==> src/rtl/irq_dma_pkg.sv <==
package irq_dma_pkg;

    localparam int unsigned LVL_W = 3;
    typedef logic [LVL_W-1:0] lvl_t;

    typedef enum logic [1:0] {
        DEC_NONE = 2'd0,
        DEC_DMA  = 2'd1,
        DEC_IRQ  = 2'd2
    } decision_e;

    // byte offset of a vector slot, four bytes per slot
    function automatic logic [31:0] slot_byte_off(input int unsigned slot0,
                                                  input int unsigned idx);
        return (32'(slot0) + 32'(idx)) << 2;
    endfunction

endpackage

==> src/rtl/irq_level_pick.sv <==
module irq_level_pick
    import irq_dma_pkg::*;
#(
    parameter int unsigned NUM_SRC = 16,
    localparam int unsigned IDX_W = (NUM_SRC > 1) ? $clog2(NUM_SRC) : 1
) (
    input  logic [NUM_SRC-1:0]       req_i,
    input  logic [NUM_SRC*LVL_W-1:0] lvl_i,
    output logic                     found_o,
    output logic [IDX_W-1:0]         idx_o,
    output lvl_t                     lvl_o
);
    lvl_t src_lvl [NUM_SRC];

    for (genvar g = 0; g < NUM_SRC; g++) begin : g_unpack
        assign src_lvl[g] = lvl_i[g*LVL_W +: LVL_W];
    end

    // scan upward; only a strictly higher level replaces, so ties keep the lower index
    always_comb begin
        found_o = 1'b0;
        idx_o   = '0;
        lvl_o   = '0;
        for (int i = 0; i < NUM_SRC; i++) begin
            if (req_i[i] && (!found_o || (src_lvl[i] > lvl_o))) begin
                found_o = 1'b1;
                idx_o   = IDX_W'(i);
                lvl_o   = src_lvl[i];
            end
        end
    end
endmodule

==> src/rtl/dma_chan_pick.sv <==
module dma_chan_pick #(
    parameter int unsigned NUM_DMA = 4
) (
    input  logic [NUM_DMA-1:0] req_i,
    output logic               any_o,
    output logic [NUM_DMA-1:0] onehot_o
);
    always_comb begin
        onehot_o = '0;
        for (int i = NUM_DMA - 1; i >= 0; i--) begin
            if (req_i[i]) begin
                onehot_o = '0;
                onehot_o[i] = 1'b1;
            end
        end
    end

    assign any_o = |req_i;
endmodule

==> src/rtl/irq_dma_decide.sv <==
module irq_dma_decide
    import irq_dma_pkg::*;
(
    input  logic      lock_i,
    input  logic      dma_any_i,
    input  logic      cpu_ie_i,
    input  lvl_t      cpu_lvl_i,
    input  logic      cand_found_i,
    input  lvl_t      cand_lvl_i,
    output decision_e dec_o
);
    logic irq_ok;

    // level 0 can never exceed any processor level
    assign irq_ok = cpu_ie_i && cand_found_i && (cand_lvl_i > cpu_lvl_i);

    always_comb begin
        dec_o = DEC_NONE;
        if (!lock_i) begin
            if (dma_any_i) begin
                dec_o = DEC_DMA;
            end else if (irq_ok) begin
                dec_o = DEC_IRQ;
            end
        end
    end
endmodule

==> src/rtl/irq_dma_arbiter.sv <==
module irq_dma_arbiter
    import irq_dma_pkg::*;
#(
    parameter int unsigned NUM_SRC = 16,
    parameter int unsigned NUM_DMA = 4,
    parameter int unsigned ADDR_W  = 24,
    parameter int unsigned SLOT0   = 16,
    localparam int unsigned IDX_W  = (NUM_SRC > 1) ? $clog2(NUM_SRC) : 1
) (
    input  logic                     clk,
    input  logic                     rst,
    input  logic [NUM_SRC-1:0]       irq_req_i,
    input  logic [NUM_SRC*LVL_W-1:0] irq_lvl_i,
    input  logic [NUM_DMA-1:0]       dma_req_i,
    input  logic                     dma_busy_i,
    input  logic                     cpu_ie_i,
    input  logic [LVL_W-1:0]         cpu_lvl_i,
    input  logic [ADDR_W-1:0]        trap_base_i,
    output logic [NUM_DMA-1:0]       dma_gnt_o,
    output logic                     irq_take_o,
    output logic [IDX_W-1:0]         irq_idx_o,
    output logic [ADDR_W-1:0]        irq_vec_o
);
    logic               cand_found;
    logic [IDX_W-1:0]   cand_idx;
    lvl_t               cand_lvl;
    logic               dma_any;
    logic [NUM_DMA-1:0] dma_onehot;
    logic               lock;
    decision_e          dec;
    logic [ADDR_W-1:0]  cand_vec;

    irq_level_pick #(.NUM_SRC(NUM_SRC)) u_level_pick (
        .req_i   (irq_req_i),
        .lvl_i   (irq_lvl_i),
        .found_o (cand_found),
        .idx_o   (cand_idx),
        .lvl_o   (cand_lvl)
    );

    dma_chan_pick #(.NUM_DMA(NUM_DMA)) u_dma_pick (
        .req_i    (dma_req_i),
        .any_o    (dma_any),
        .onehot_o (dma_onehot)
    );

    // hold off while a transfer runs or while the previous decision is still visible
    assign lock = dma_busy_i | (|dma_gnt_o) | irq_take_o;

    irq_dma_decide u_decide (
        .lock_i       (lock),
        .dma_any_i    (dma_any),
        .cpu_ie_i     (cpu_ie_i),
        .cpu_lvl_i    (cpu_lvl_i),
        .cand_found_i (cand_found),
        .cand_lvl_i   (cand_lvl),
        .dec_o        (dec)
    );

    assign cand_vec = trap_base_i + ADDR_W'(slot_byte_off(SLOT0, int'(cand_idx)));

    always_ff @(posedge clk) begin
        if (rst) begin
            dma_gnt_o  <= '0;
            irq_take_o <= 1'b0;
            irq_idx_o  <= '0;
            irq_vec_o  <= '0;
        end else begin
            dma_gnt_o  <= (dec == DEC_DMA) ? dma_onehot : '0;
            irq_take_o <= (dec == DEC_IRQ);
            if (dec == DEC_IRQ) begin
                irq_idx_o <= cand_idx;
                irq_vec_o <= cand_vec;
            end
        end
    end

    assert_candidate_requests_R2: assert property (@(posedge clk) disable iff (rst)
        cand_found |-> irq_req_i[cand_idx]);

    assert_masked_no_take_R4: assert property (@(posedge clk) disable iff (rst)
        !cpu_ie_i |=> !irq_take_o);

    assert_dma_wins_R5: assert property (@(posedge clk) disable iff (rst)
        ((|dma_req_i) && !dma_busy_i && (dma_gnt_o == '0) && !irq_take_o)
            |=> ((|dma_gnt_o) && !irq_take_o));

    assert_busy_blocks_R6: assert property (@(posedge clk) disable iff (rst)
        dma_busy_i |=> ((dma_gnt_o == '0) && !irq_take_o));

    assert_gnt_onehot_R7: assert property (@(posedge clk) disable iff (rst)
        $onehot0(dma_gnt_o));

    assert_gnt_single_cycle_R7: assert property (@(posedge clk) disable iff (rst)
        (|dma_gnt_o) |=> ((dma_gnt_o == '0) && !irq_take_o));

    assert_take_single_cycle_R8: assert property (@(posedge clk) disable iff (rst)
        irq_take_o |=> ((dma_gnt_o == '0) && !irq_take_o));

    assert_vec_holds_R8: assert property (@(posedge clk) disable iff (rst)
        !irq_take_o |-> ($stable(irq_vec_o) && $stable(irq_idx_o)));
endmodule

==> config.mk <==
export PLATFORM = sky130hd
export DESIGN_NAME = irq_dma_arbiter
export DESIGN_NICKNAME = d
export VERILOG_FILES = /design/src/rtl/irq_dma_pkg.sv /design/src/rtl/irq_level_pick.sv /design/src/rtl/dma_chan_pick.sv /design/src/rtl/irq_dma_decide.sv /design/src/rtl/irq_dma_arbiter.sv
export SDC_FILE = /design/constraint.sdc
export NUM_CORES = 1
export LEC_CHECK = 0
export CAP_MARGIN = 5
export CORE_MARGIN = 2
export CORE_UTILIZATION = 25
export CTS_BUF_LIST = sky130_fd_sc_hd__clkbuf_16
export DETAILED_ROUTE_END_ITERATION = 16
export DONT_BUFFER_PORTS = 1
export HOLD_SLACK_MARGIN = 0.02
export PLACE_DENSITY_LB_ADDON = 0.1
export SLEW_MARGIN = 30
export SYNTH_ARGS = -nofsm -noshare
export SYNTH_HDL_FRONTEND = slang
export SYNTH_SLANG_ARGS = --single-unit
export TNS_END_PERCENT = 50
==> constraint.sdc <==
create_clock -name clk -period 29.6 [get_ports clk]
set_input_delay 4.44 -clock clk [delete_from_list [all_inputs] [get_ports clk]]
set_output_delay 4.44 -clock clk [all_outputs]
set_load 0.01 [all_outputs]
==> results of run 1 <==
[cell families after synthesis]
| family | synth area share |
|---|---|
| flops | 0.171 |
| mux | 0.0318 |
| buf+inv | 0.0609 |
| simple gates | 0.226 |
| compound gates | 0.314 |
| fa+ha+maj | 0.151 |
| xor+xnor | 0.0454 |
[through the flow]
stage | setup WS (ps) | std cells | instance area, um^2
6_report | 2380 | 695 | 4240
5_1_grt | 50.7 | 695 | 4240
4_1_cts | 1130 | 694 | 4190
3_5_place_dp | 998 | 686 | 4050
3_3_place_gp | 1190 | 686 | 4050
2_1_floorplan | 3980 | 510 | 3860
[worst register-to-register path, cell delays in order, from the launching register on]
cell and delay, ps:
dfxtp_1 340, nor4_1 280, nand2_1 150, a311o_1 350, nor3_2 630, buf_4 380
mux2i_1 210, nor2_1 50
[per-layer routing]
metal	GRT usage	wire, um	vias to the layer above
met1	0.179	5160	1639
met3	0.0442	969	6
met4	0.0233	116	0
met2	0.218	5180	99
met5	0	0	-
li1	-	-	1889
[cell type report]
type                    count  share of cell area
clock inverters             3             0.00295
inverters                  43              0.0381
multi-input cells         419               0.711
well taps                 188              0.0555
clock buffers               5              0.0295
repair buffers              4             0.00708
flip-flops and latches     33               0.156
[where the power goes]
part | switching [W] | internal, W
Combinational | 0.000175 | 0.000140
Clock | 0.0000188 | 0.0000304
Sequential | 0.00000194 | 0.0000460
[state kept, by name, summed over array words and instances, names as in the netlist]
register	flops
irq_vec_o	24
dma_gnt_o	4
irq_idx_o	4
irq_take_o	1
[cell usage after synthesis, types with 8 or more instances]
master | count | area (um^2)
nand3_1 | 19 | 95.1
nand2_1 | 28 | 105
inv_1 | 43 | 161
a21oi_1 | 37 | 185
and2_1 | 8 | 50.1
o21a_1 | 12 | 90.1
xor2_1 | 11 | 96.3
o21ai_0 | 22 | 110
xnor2_1 | 9 | 78.8
ha_1 | 45 | 563
nor3_1 | 12 | 60.1
clkbuf_1 | 10 | 37.5
a21o_1 | 14 | 105
dfxtp_1 | 33 | 661
a211oi_1 | 29 | 218
nor2_1 | 59 | 221
[how the worst min path moves through the flow]
stage	startpoint	end	cells after the start
5_1_grt	irq_vec_o[23]	irq_vec_o[23]	2
4_1_cts	irq_vec_o[23]	irq_vec_o[23]	2
6_report	irq_vec_o[14]	irq_vec_o[14]	2
2_1_floorplan	irq_idx_o[2]	irq_idx_o[2]	2
3_5_place_dp	irq_vec_o[23]	irq_vec_o[23]	2
3_3_place_gp	irq_vec_o[17]	irq_vec_o[17]	2
[what timing repair did]
item	4_1_cts	5_1_grt
setup endpoints to repair	0	28
setup buffers	0	1
gates resized for setup	0	15
==> metrics.txt, run 1 <==
# TYPE chip_impl_metric gauge
chip_impl_metric{name="floorplan.initialDensity",unit=""} 0.255
chip_impl_metric{name="route.detailed.vias_per_inst",unit=""} 5.23
chip_impl_metric{name="worstSetupPathDepth",unit=""} 120
chip_impl_metric{name="avgSynthCellArea",unit="um^2"} 7.57
chip_impl_metric{name="critPathMaxFanout",unit=""} 11
chip_impl_metric{name="drt_first_iter_violations",unit=""} 137
chip_impl_metric{name="leakage_power",unit="nW"} 1.72
chip_impl_metric{name="grt-ovfl-total",unit=""} 0
chip_impl_metric{name="grt_first_pass_wirelength",unit="mm"} 18.1
chip_impl_metric{name="clock_path_buffers",unit=""} 2
chip_impl_metric{name="p_per_area",unit="nW/um^2"} 97.2
chip_impl_metric{name="ir_drop",unit="uV"} 26.5
chip_impl_metric{name="critical_path.n_buffers_inverters",unit=""} 6
chip_impl_metric{name="wl",unit="mm"} 11.4
chip_impl_metric{name="drc",unit=""} 0
chip_impl_metric{name="grt_antenna_before_repair",unit=""} 0
chip_impl_metric{name="timing.final.setup_violations",unit=""} 0
chip_impl_metric{name="tightestPinTransition",unit="ps"} 827
chip_impl_metric{name="final_min_period_over_clock_period",unit=""} 0.920
chip_impl_metric{name="floorplan_core_area",unit="um^2"} 15100
chip_impl_metric{name="yosysUniqueCellTypes",unit=""} 68
chip_impl_info{name="most-common-layout-cells",value="nor2_1 (59), ha_1 (45), inv_1 (43), a21oi_1 (37), dfxtp_1 (33)"} 1
chip_impl_info{name="crit_slowest_cell",value="or3_1"} 1
chip_impl_metric{name="grt_start_max_net_pins",unit=""} 32
chip_impl_metric{name="detail-route-antenna-nets",unit=""} 0
chip_impl_metric{name="cp_data_arrival_time",unit="ps"} 27420
chip_impl_info{name="final_common_cell",value="nor2_1"} 1
chip_impl_info{name="tritoncts",value="done"} 1
chip_impl_metric{name="ys_async_sr_fraction",unit=""} 0
chip_impl_metric{name="cts_hold_repair.buffers",unit=""} 0
chip_impl_metric{name="synth_edf_count",unit=""} 0
chip_impl_metric{name="clock_edge_transition_at_the_registers_on_the_reported_setup_and_hold_paths",unit="ps"} 60
chip_impl_info{name="worstSetupPathType",value="primary input to flip-flop"} 1
chip_impl_metric{name="netlist_area",unit="um^2"} 3860
chip_impl_metric{name="area_delta_synth_final",unit="%"} 9.82
chip_impl_metric{name="design_power_total",unit="W"} 0.000412
chip_impl_metric{name="post-route-min-period",unit="ps"} 27220
chip_impl_metric{name="post_route_cells_drive_above_1_share",unit=""} 0.0671
chip_impl_metric{name="synth-seq-cells",unit=""} 33
chip_impl_info{name="critPathLaunch",value="irq_req_i[0]"} 1
chip_impl_metric{name="die-width",unit="um"} 128
chip_impl_metric{name="port_buffers",unit=""} 0
chip_impl_metric{name="fillers",unit=""} 1658
chip_impl_metric{name="report.final.hold_viol_count",unit=""} 0
chip_impl_info{name="regToRegStartpoint",value="dma_gnt_o[3]"} 1
chip_impl_metric{name="max_freq",unit="GHz"} 0.0367
chip_impl_metric{name="synth-seq-area-share",unit=""} 0.171
chip_impl_metric{name="finalNetCount",unit=""} 651
chip_impl_metric{name="globalRouteTotalUtil",unit=""} 0.135
chip_impl_info{name="worstSetupEndpoint",value="irq_vec_o[21]"} 1
chip_impl_metric{name="cpPeakStageDelay",unit="ps"} 400
chip_impl_metric{name="final.setup_skew",unit="ps"} 7.60
chip_impl_metric{name="worstSkewPairLatency",unit="ps"} 270
chip_impl_metric{name="io_pins",unit=""} 132
chip_impl_metric{name="cts.sink_count",unit=""} 33
chip_impl_metric{name="die_height",unit="um"} 128
chip_impl_metric{name="drt_pre_antenna_iters",unit=""} 4
chip_impl_metric{name="worst-r2r-cell-count",unit=""} 7
chip_impl_info{name="synth_ff_type",value="dfxtp_1"} 1
chip_impl_metric{name="ff_latch_area",unit="um^2"} 661
chip_impl_metric{name="multi_input_area",unit="um^2"} 3010
chip_impl_metric{name="synthesis.nets",unit=""} 655
chip_impl_info{name="rsz_0062_raised_after_global_routing",value="false"} 1
chip_impl_metric{name="wire_per_inst",unit="um"} 16.4
chip_impl_info{name="critical_path_startpoint_category",value="primary input"} 1
chip_impl_metric{name="sum_of_negative_setup_slack",unit="ps"} 0
chip_impl_info{name="clock_tree.root_cell",value="clkbuf_16"} 1
chip_impl_metric{name="die-area",unit="um^2"} 16400
chip_impl_metric{name="synth_warnings",unit=""} 0
chip_impl_metric{name="cts-buffers-inserted",unit=""} 5
chip_impl_metric{name="gp_congestion",unit=""} 0.808
chip_impl_metric{name="maxCapViolCount",unit=""} 0
chip_impl_metric{name="whs",unit="ps"} 540
chip_impl_info{name="critical_r2r_capture",value="irq_vec_o[1]"} 1
chip_impl_metric{name="timing_max_transition_violations_final",unit=""} 0
chip_impl_metric{name="vias_in_the_first_global_route",unit=""} 3601
chip_impl_info{name="run_status",value="complete, no violations"} 1
chip_impl_info{name="end_kind",value="flip-flop"} 1
chip_impl_metric{name="cts_htree_levels",unit=""} 2
chip_impl_metric{name="final_core_util",unit=""} 0.280
chip_impl_metric{name="r2r_slack",unit="ps"} 27110
chip_impl_metric{name="max_slew_margin",unit=""} 0.445
chip_impl_metric{name="num_antenna_cells",unit=""} 0
chip_impl_metric{name="place.detailed.hpwl",unit="mm"} 9.63
chip_impl_info{name="timing.critical_path.max_delay_family",value="compound AO/OA/AOI/OAI gates"} 1
chip_impl_metric{name="detailroute.via_count",unit=""} 3633
chip_impl_info{name="timing.hold.worst.class",value="flip-flop to flip-flop"} 1
chip_impl_metric{name="synthCells",unit=""} 510
chip_impl_metric{name="placement_rows",unit=""} 45
chip_impl_metric{name="cp_data_required_time",unit="ps"} 29800
(Power assumes the default switching activity.)
==> run 2: changes to the inputs <==
--- a/config.mk
+++ b/config.mk
@@ -7,7 +7,7 @@
 export LEC_CHECK = 0
 export CAP_MARGIN = 5
 export CORE_MARGIN = 2
-export CORE_UTILIZATION = 25
+export CORE_UTILIZATION = 65
 export CTS_BUF_LIST = sky130_fd_sc_hd__clkbuf_16
 export DETAILED_ROUTE_END_ITERATION = 16
 export DONT_BUFFER_PORTS = 1
==> run 2 against run 1 <==
Compared with the run above:
- fmax decreased by 1.1%
- worst setup slack got worse by 310 ps
- utilization increased by 43 points
- worst hold slack got worse by 4.4 ps
- final cell count decreased by 16%
- design area decreased by 3.1%
- combinational power increased by 1%
- largest power group unchanged
==> metrics.txt, run 2 (synthesized netlist as in run 1, its figures left out) <==
# TYPE chip_impl_metric gauge
chip_impl_metric{name="globalRouteTotalUtil",unit=""} 0.284
chip_impl_metric{name="detail-route-antenna-nets",unit=""} 0
chip_impl_metric{name="leakage_power",unit="nW"} 1.72
chip_impl_metric{name="worstSkewPairLatency",unit="ps"} 280
chip_impl_metric{name="gp_congestion",unit=""} 0.931
chip_impl_metric{name="route.detailed.vias_per_inst",unit=""} 6.44
chip_impl_info{name="run_status",value="complete, no violations"} 1
chip_impl_metric{name="r2r_slack",unit="ps"} 27460
chip_impl_metric{name="final.setup_skew",unit="ps"} 4.20
chip_impl_metric{name="clock_path_buffers",unit=""} 2
chip_impl_metric{name="sum_of_negative_setup_slack",unit="ps"} 0
chip_impl_metric{name="timing_max_transition_violations_final",unit=""} 0
chip_impl_metric{name="detailroute.via_count",unit=""} 3754
chip_impl_metric{name="fillers",unit=""} 519
chip_impl_info{name="rsz_0062_raised_after_global_routing",value="false"} 1
chip_impl_metric{name="setup_slack",unit="ps"} 2070
chip_impl_info{name="crit_slowest_cell",value="or3_1"} 1
chip_impl_metric{name="wire_per_inst",unit="um"} 16.5
chip_impl_metric{name="timing.final.setup_violations",unit=""} 0
chip_impl_metric{name="ir_drop",unit="uV"} 75.2
chip_impl_metric{name="max_slew_margin",unit=""} 0.604
chip_impl_metric{name="placedCellCount",unit=""} 571
chip_impl_metric{name="io_pins",unit=""} 132
chip_impl_metric{name="ff_latch_area",unit="um^2"} 661
chip_impl_metric{name="tightestPinTransition",unit="ps"} 593
chip_impl_metric{name="cp_data_required_time",unit="ps"} 29790
chip_impl_metric{name="clock_edge_transition_at_the_registers_on_the_reported_setup_and_hold_paths",unit="ps"} 50
chip_impl_info{name="timing.hold.worst.start",value="irq_vec_o[17]"} 1
chip_impl_metric{name="post-route-min-period",unit="ps"} 27530
chip_impl_metric{name="drt_first_iter_violations",unit=""} 193
chip_impl_metric{name="max_freq",unit="GHz"} 0.0363
chip_impl_metric{name="die_height",unit="um"} 81.1
chip_impl_info{name="clock_tree.root_cell",value="clkbuf_16"} 1
chip_impl_info{name="timing.hold.worst.class",value="flip-flop to flip-flop"} 1
chip_impl_metric{name="die-area",unit="um^2"} 6570
chip_impl_metric{name="drc",unit=""} 0
chip_impl_metric{name="maxCapViolCount",unit=""} 0
chip_impl_metric{name="placement_rows",unit=""} 28
chip_impl_metric{name="finalNetCount",unit=""} 652
chip_impl_metric{name="port_buffers",unit=""} 0
chip_impl_metric{name="wl",unit="mm"} 9.60
chip_impl_metric{name="grt_first_pass_wirelength",unit="mm"} 15.0
chip_impl_metric{name="cts-buffers-inserted",unit=""} 5
chip_impl_metric{name="final_min_period_over_clock_period",unit=""} 0.930
chip_impl_metric{name="critPathMaxFanout",unit=""} 11
chip_impl_metric{name="num_antenna_cells",unit=""} 0
chip_impl_info{name="top_regs",value="irq_vec_o x24, dma_gnt_o x4, irq_idx_o x4"} 1
chip_impl_info{name="top_register",value="irq_vec_o"} 1
chip_impl_metric{name="area_delta_synth_final",unit="%"} 6.45
chip_impl_metric{name="cp_data_arrival_time",unit="ps"} 27720
chip_impl_metric{name="preCtsSetupSlack",unit="ps"} 975
chip_impl_info{name="worstSetupPathType",value="primary input to flip-flop"} 1
chip_impl_metric{name="drt_pre_antenna_iters",unit=""} 4
chip_impl_metric{name="final_core_util",unit=""} 0.707
chip_impl_info{name="final_common_cell",value="nor2_1"} 1
chip_impl_metric{name="multi_input_area",unit="um^2"} 3010
chip_impl_metric{name="p_per_area",unit="nW/um^2"} 101
chip_impl_metric{name="vias_in_the_first_global_route",unit=""} 3571
chip_impl_info{name="tritoncts",value="done"} 1
chip_impl_info{name="regToRegStartpoint",value="dma_gnt_o[3]"} 1
chip_impl_info{name="most-common-layout-cells",value="nor2_1 (59), ha_1 (45), inv_1 (43), a21oi_1 (37), dfxtp_1 (33)"} 1
chip_impl_metric{name="grt_start_max_net_pins",unit=""} 51
chip_impl_metric{name="report.final.hold_viol_count",unit=""} 0
chip_impl_metric{name="die-width",unit="um"} 81.1
chip_impl_metric{name="largest_reg_flops",unit=""} 24
chip_impl_metric{name="floorplan_core_area",unit="um^2"} 5820
chip_impl_info{name="end_kind",value="flip-flop"} 1
chip_impl_metric{name="post_route_cells_drive_above_1_share",unit=""} 0.0709
chip_impl_metric{name="floorplan.initialDensity",unit=""} 0.664
chip_impl_metric{name="place.detailed.hpwl",unit="mm"} 7.77
chip_impl_metric{name="cts_htree_levels",unit=""} 2
chip_impl_info{name="critPathLaunch",value="irq_req_i[0]"} 1
chip_impl_metric{name="cts.sink_count",unit=""} 33
chip_impl_metric{name="cpPeakStageDelay",unit="ps"} 400
chip_impl_metric{name="post_layout_nonfiller_instances",unit=""} 583
chip_impl_metric{name="grt-ovfl-total",unit=""} 0
chip_impl_metric{name="whs",unit="ps"} 535
chip_impl_metric{name="grt_antenna_before_repair",unit=""} 0
chip_impl_info{name="critical_path_startpoint_category",value="primary input"} 1
## run 2: worst paths after layout
check	endpoint	cells after the start
setup / recovery	irq_vec_o[21]	120
setup reg to reg	irq_idx_o[0]	7
hold reg to reg	irq_vec_o[17]	2
hold / removal	irq_vec_o[17]	2
## run 2: layout make-up
type	count	area share
timing repair buffer	5	0.00914
clock buffer	5	0.0305
multi-input combinational	419	0.733
tap	75	0.0228
sequential	33	0.161
inverter	43	0.0393
clock inverter	3	0.00426
## run 2: worst max-delay path, delay by kind of cell
kind | cells | cell delay, ps
AO/OA/AOI/OAI | 61 | 11840
AND/OR/NAND/NOR | 36 | 6140
adder cells (fa/ha/maj) | 16 | 4440
buffers and inverters | 5 | 370
multiplexers | 1 | 300
XOR/XNOR | 1 | 150
## run 2: layer usage
metal	vias to the layer above	wire [um]	global-route usage
met5	-	0	0
met4	0	160	0.105
met3	15	801	0.0844
met1	1720	3850	0.313
li1	1887	-	-
met2	132	4780	0.515
## run 2: power breakdown
group          internal, W  switching, W  total [W]  leakage [nW]
Combinational     0.000143      0.000175   0.000319          1.38
Sequential       0.0000460    0.00000177  0.0000477         0.266
Clock            0.0000308     0.0000191  0.0000498        0.0696
## run 2: stage by stage
stage / total power, W / instance area, um^2
2_1_floorplan: 0.000299 / 3860
3_3_place_gp: 0.000338 / 3890
4_1_cts: 0.000404 / 4040
3_5_place_dp: 0.000352 / 3890
5_1_grt: 0.000464 / 4110
6_report: 0.000416 / 4110
## run 2: what timing repair did
action | in CTS | in global routing
hold buffers | 0 | 0
endpoints found under the hold margin | 0 | 0
setup endpoints to repair | 0 | 28
setup buffers | 0 | 4
resized for setup | 0 | 14
==> run 3: changes to the inputs <==
--- a/config.mk
+++ b/config.mk
@@ -6,8 +6,10 @@
 export NUM_CORES = 1
 export LEC_CHECK = 0
 export CAP_MARGIN = 5
+export CELL_PAD_IN_SITES_DETAIL_PLACEMENT = 1
+export CELL_PAD_IN_SITES_GLOBAL_PLACEMENT = 1
 export CORE_MARGIN = 2
-export CORE_UTILIZATION = 65
+export CORE_UTILIZATION = 38
 export CTS_BUF_LIST = sky130_fd_sc_hd__clkbuf_16
 export DETAILED_ROUTE_END_ITERATION = 16
 export DONT_BUFFER_PORTS = 1
==> run 3 against run 2 <==
Compared with the run above:
- die area increased by 67%
- sequential power about the same
- critical path depth unchanged
- global-route usage decreased by 8.3 points
- worst setup slack improved by 230 ps
- design area increased by 1.7%
- register-to-register slack about the same
- final cell count increased by 9.4%
- highest routed layer unchanged
==> metrics.txt, run 3 (synthesized netlist as in run 1, its figures left out) <==
# TYPE chip_impl_metric gauge
chip_impl_metric{name="placement_rows",unit=""} 36
chip_impl_info{name="top_layer",value="met4"} 1
chip_impl_metric{name="cts-buffers-inserted",unit=""} 5
chip_impl_metric{name="cp_data_required_time",unit="ps"} 29790
chip_impl_metric{name="route.detailed.vias_per_inst",unit=""} 5.89
chip_impl_metric{name="place.detailed.hpwl",unit="mm"} 9.41
chip_impl_metric{name="cp_data_arrival_time",unit="ps"} 27490
chip_impl_metric{name="critPathMaxFanout",unit=""} 11
chip_impl_metric{name="r2r_slack",unit="ps"} 27460
chip_impl_metric{name="placedCellCount",unit=""} 630
chip_impl_metric{name="postLayoutCellArea",unit="um^2"} 4180
chip_impl_metric{name="post-route-min-period",unit="ps"} 27300
chip_impl_info{name="crit_slowest_cell",value="or3_1"} 1
chip_impl_metric{name="design_power_total",unit="W"} 0.000422
chip_impl_metric{name="cts.sink_count",unit=""} 33
chip_impl_info{name="final_common_cell",value="nor2_1"} 1
chip_impl_metric{name="cts_hold_repair.buffers",unit=""} 0
chip_impl_metric{name="timing.hold.worst_path_depth",unit=""} 2
chip_impl_metric{name="post_layout_nonfiller_instances",unit=""} 638
chip_impl_metric{name="grt_start_max_net_pins",unit=""} 51
chip_impl_metric{name="drt_pre_antenna_iters",unit=""} 4
chip_impl_metric{name="wirelength_met1",unit="mm"} 4.72
chip_impl_metric{name="setup_slack",unit="ps"} 2300
chip_impl_info{name="critical_path_startpoint_category",value="primary input"} 1
chip_impl_metric{name="vias_in_the_first_global_route",unit=""} 3906
chip_impl_metric{name="max_freq",unit="GHz"} 0.0366
chip_impl_metric{name="die-width",unit="um"} 105
chip_impl_metric{name="floorplan_core_area",unit="um^2"} 9820
chip_impl_metric{name="sum_of_negative_setup_slack",unit="ps"} 0
chip_impl_metric{name="final.setup_skew",unit="ps"} 4.27
chip_impl_metric{name="clock_path_buffers",unit=""} 2
chip_impl_info{name="regToRegStartpoint",value="dma_gnt_o[3]"} 1
chip_impl_metric{name="worst-r2r-cell-count",unit=""} 7
chip_impl_metric{name="timing.final.setup_violations",unit=""} 0
chip_impl_info{name="critical_r2r_capture",value="irq_vec_o[16]"} 1
chip_impl_info{name="timing.hold.worst.start",value="irq_vec_o[12]"} 1
chip_impl_metric{name="io_pins",unit=""} 132
chip_impl_metric{name="area_delta_synth_final",unit="%"} 8.27
chip_impl_metric{name="wl",unit="mm"} 11.2
chip_impl_info{name="timing.hold.worst.class",value="flip-flop to flip-flop"} 1
chip_impl_metric{name="ir_drop",unit="uV"} 30.3
chip_impl_metric{name="fillers",unit=""} 1258
chip_impl_metric{name="clock_edge_transition_at_the_registers_on_the_reported_setup_and_hold_paths",unit="ps"} 50
chip_impl_metric{name="wire_per_inst",unit="um"} 17.5
chip_impl_metric{name="post_route_cells_drive_above_1_share",unit=""} 0.0614
chip_impl_metric{name="post-cts-setup-buffer-count",unit=""} 0
chip_impl_metric{name="cpPeakStageDelay",unit="ps"} 450
chip_impl_metric{name="cts-resized-gates",unit=""} 0
chip_impl_metric{name="globalRouteTotalUtil",unit=""} 0.202
chip_impl_metric{name="timing_max_transition_violations_final",unit=""} 0
chip_impl_metric{name="report.final.hold_viol_count",unit=""} 0
chip_impl_metric{name="grt-ovfl-total",unit=""} 0
chip_impl_metric{name="max_slew_margin",unit=""} 0.589
chip_impl_info{name="top_regs",value="irq_vec_o x24, dma_gnt_o x4, irq_idx_o x4"} 1
chip_impl_metric{name="die_height",unit="um"} 105
chip_impl_info{name="timing.hold.worst_endpoint",value="irq_vec_o[12]"} 1
chip_impl_info{name="end_kind",value="flip-flop"} 1
chip_impl_metric{name="tightestPinTransition",unit="ps"} 613
chip_impl_metric{name="drc",unit=""} 0
chip_impl_info{name="worstSetupPathType",value="primary input to flip-flop"} 1
chip_impl_metric{name="p_per_area",unit="nW/um^2"} 101
chip_impl_metric{name="final_min_period_over_clock_period",unit=""} 0.922
chip_impl_info{name="top_register",value="irq_vec_o"} 1
chip_impl_metric{name="finalNetCount",unit=""} 649
chip_impl_metric{name="drt_first_iter_violations",unit=""} 147
chip_impl_metric{name="met3_length",unit="um"} 889
chip_impl_metric{name="dp_area",unit="um^2"} 3970
chip_impl_metric{name="leakage_power",unit="nW"} 1.72
chip_impl_metric{name="detailroute.via_count",unit=""} 3760
chip_impl_metric{name="detail-route-antenna-nets",unit=""} 0
chip_impl_info{name="run_status",value="complete, no violations"} 1
chip_impl_metric{name="cts_htree_levels",unit=""} 2
chip_impl_info{name="clock_tree.root_cell",value="clkbuf_16"} 1
chip_impl_info{name="rsz_0062_raised_after_global_routing",value="false"} 1
chip_impl_metric{name="worstSkewPairLatency",unit="ps"} 270
chip_impl_metric{name="grt_antenna_before_repair",unit=""} 0
chip_impl_metric{name="port_buffers",unit=""} 0
chip_impl_metric{name="gp_congestion",unit=""} 0.891
chip_impl_metric{name="maxCapViolCount",unit=""} 0
chip_impl_metric{name="floorplan.initialDensity",unit=""} 0.393
chip_impl_info{name="most-common-layout-cells",value="nor2_1 (59), ha_1 (45), inv_1 (44), a21oi_1 (36), dfxtp_1 (33)"} 1
chip_impl_metric{name="dr_wl_met2",unit="mm"} 5.47
chip_impl_metric{name="die-area",unit="um^2"} 11000
chip_impl_metric{name="num_antenna_cells",unit=""} 0
chip_impl_metric{name="grt_first_pass_wirelength",unit="mm"} 18.5
chip_impl_metric{name="largest_reg_flops",unit=""} 24
chip_impl_metric{name="preCtsSetupSlack",unit="ps"} 1140
chip_impl_info{name="tritoncts",value="done"} 1
## run 3: cell count changes in the layout (fill, tap and decap cells not counted), sizes merged
cell / delta
clkinv: -1
bufinv: +1
inv: +1
clkinvlp: -1
buf: -3
## run 3: per-layer routing
layer / global-route usage / up-vias
met3: 0.0605 / 8
met1: 0.240 / 1779
met4: 0.0400 / 0
li1: - / 1880
met2: 0.358 / 93
met5: 0 / -
## run 3: power breakdown
| group | internal, W | switching [W] | total (W) |
|---|---|---|---|
| clock | 0.0000390 | 0.0000178 | 0.0000569 |
| combinational | 0.000140 | 0.000177 | 0.000317 |
| sequential | 0.0000460 | 0.00000184 | 0.0000478 |
| total | 0.000225 | 0.000197 | 0.000422 |
## run 3: layout make-up
class | instances | area (um^2) | area share
multi-input cells | 419 | 3010 | 0.721
flip-flops and latches | 33 | 661 | 0.158
well taps | 133 | 166 | 0.0398
inverters | 43 | 161 | 0.0386
clock buffers | 5 | 125 | 0.0299
clock inverters | 3 | 37.5 | 0.00898
repair buffers | 2 | 15.0 | 0.00359
## run 3: worst max-delay path by stage
stage	slack (ps)	end	from
2_1_floorplan	3980	irq_vec_o[21]	irq_req_i[0]
3_3_place_gp	1820	irq_vec_o[21]	irq_lvl_i[1]
3_5_place_dp	1140	irq_vec_o[21]	irq_req_i[0]
4_1_cts	1300	irq_vec_o[21]	irq_req_i[0]
5_1_grt	20	irq_vec_o[21]	irq_lvl_i[1]
6_report	2300	irq_vec_o[21]	irq_req_i[0]
## run 3: stage by stage
stage	hold slack [ps]	utilization
CTS	543	0.421
detailed placement	535	0.405
global route	557	0.426
global placement	529	0.405
floorplan	514	-
finish	539	0.426
## run 3: worst max-delay path, delay by kind of cell
kind | cells | cell delay [ps]
adder cells (fa/ha/maj) | 16 | 4440
XOR/XNOR | 1 | 160
buffers and inverters | 5 | 330
AO/OA/AOI/OAI | 63 | 11680
AND/OR/NAND/NOR | 34 | 6120
multiplexers | 1 | 290
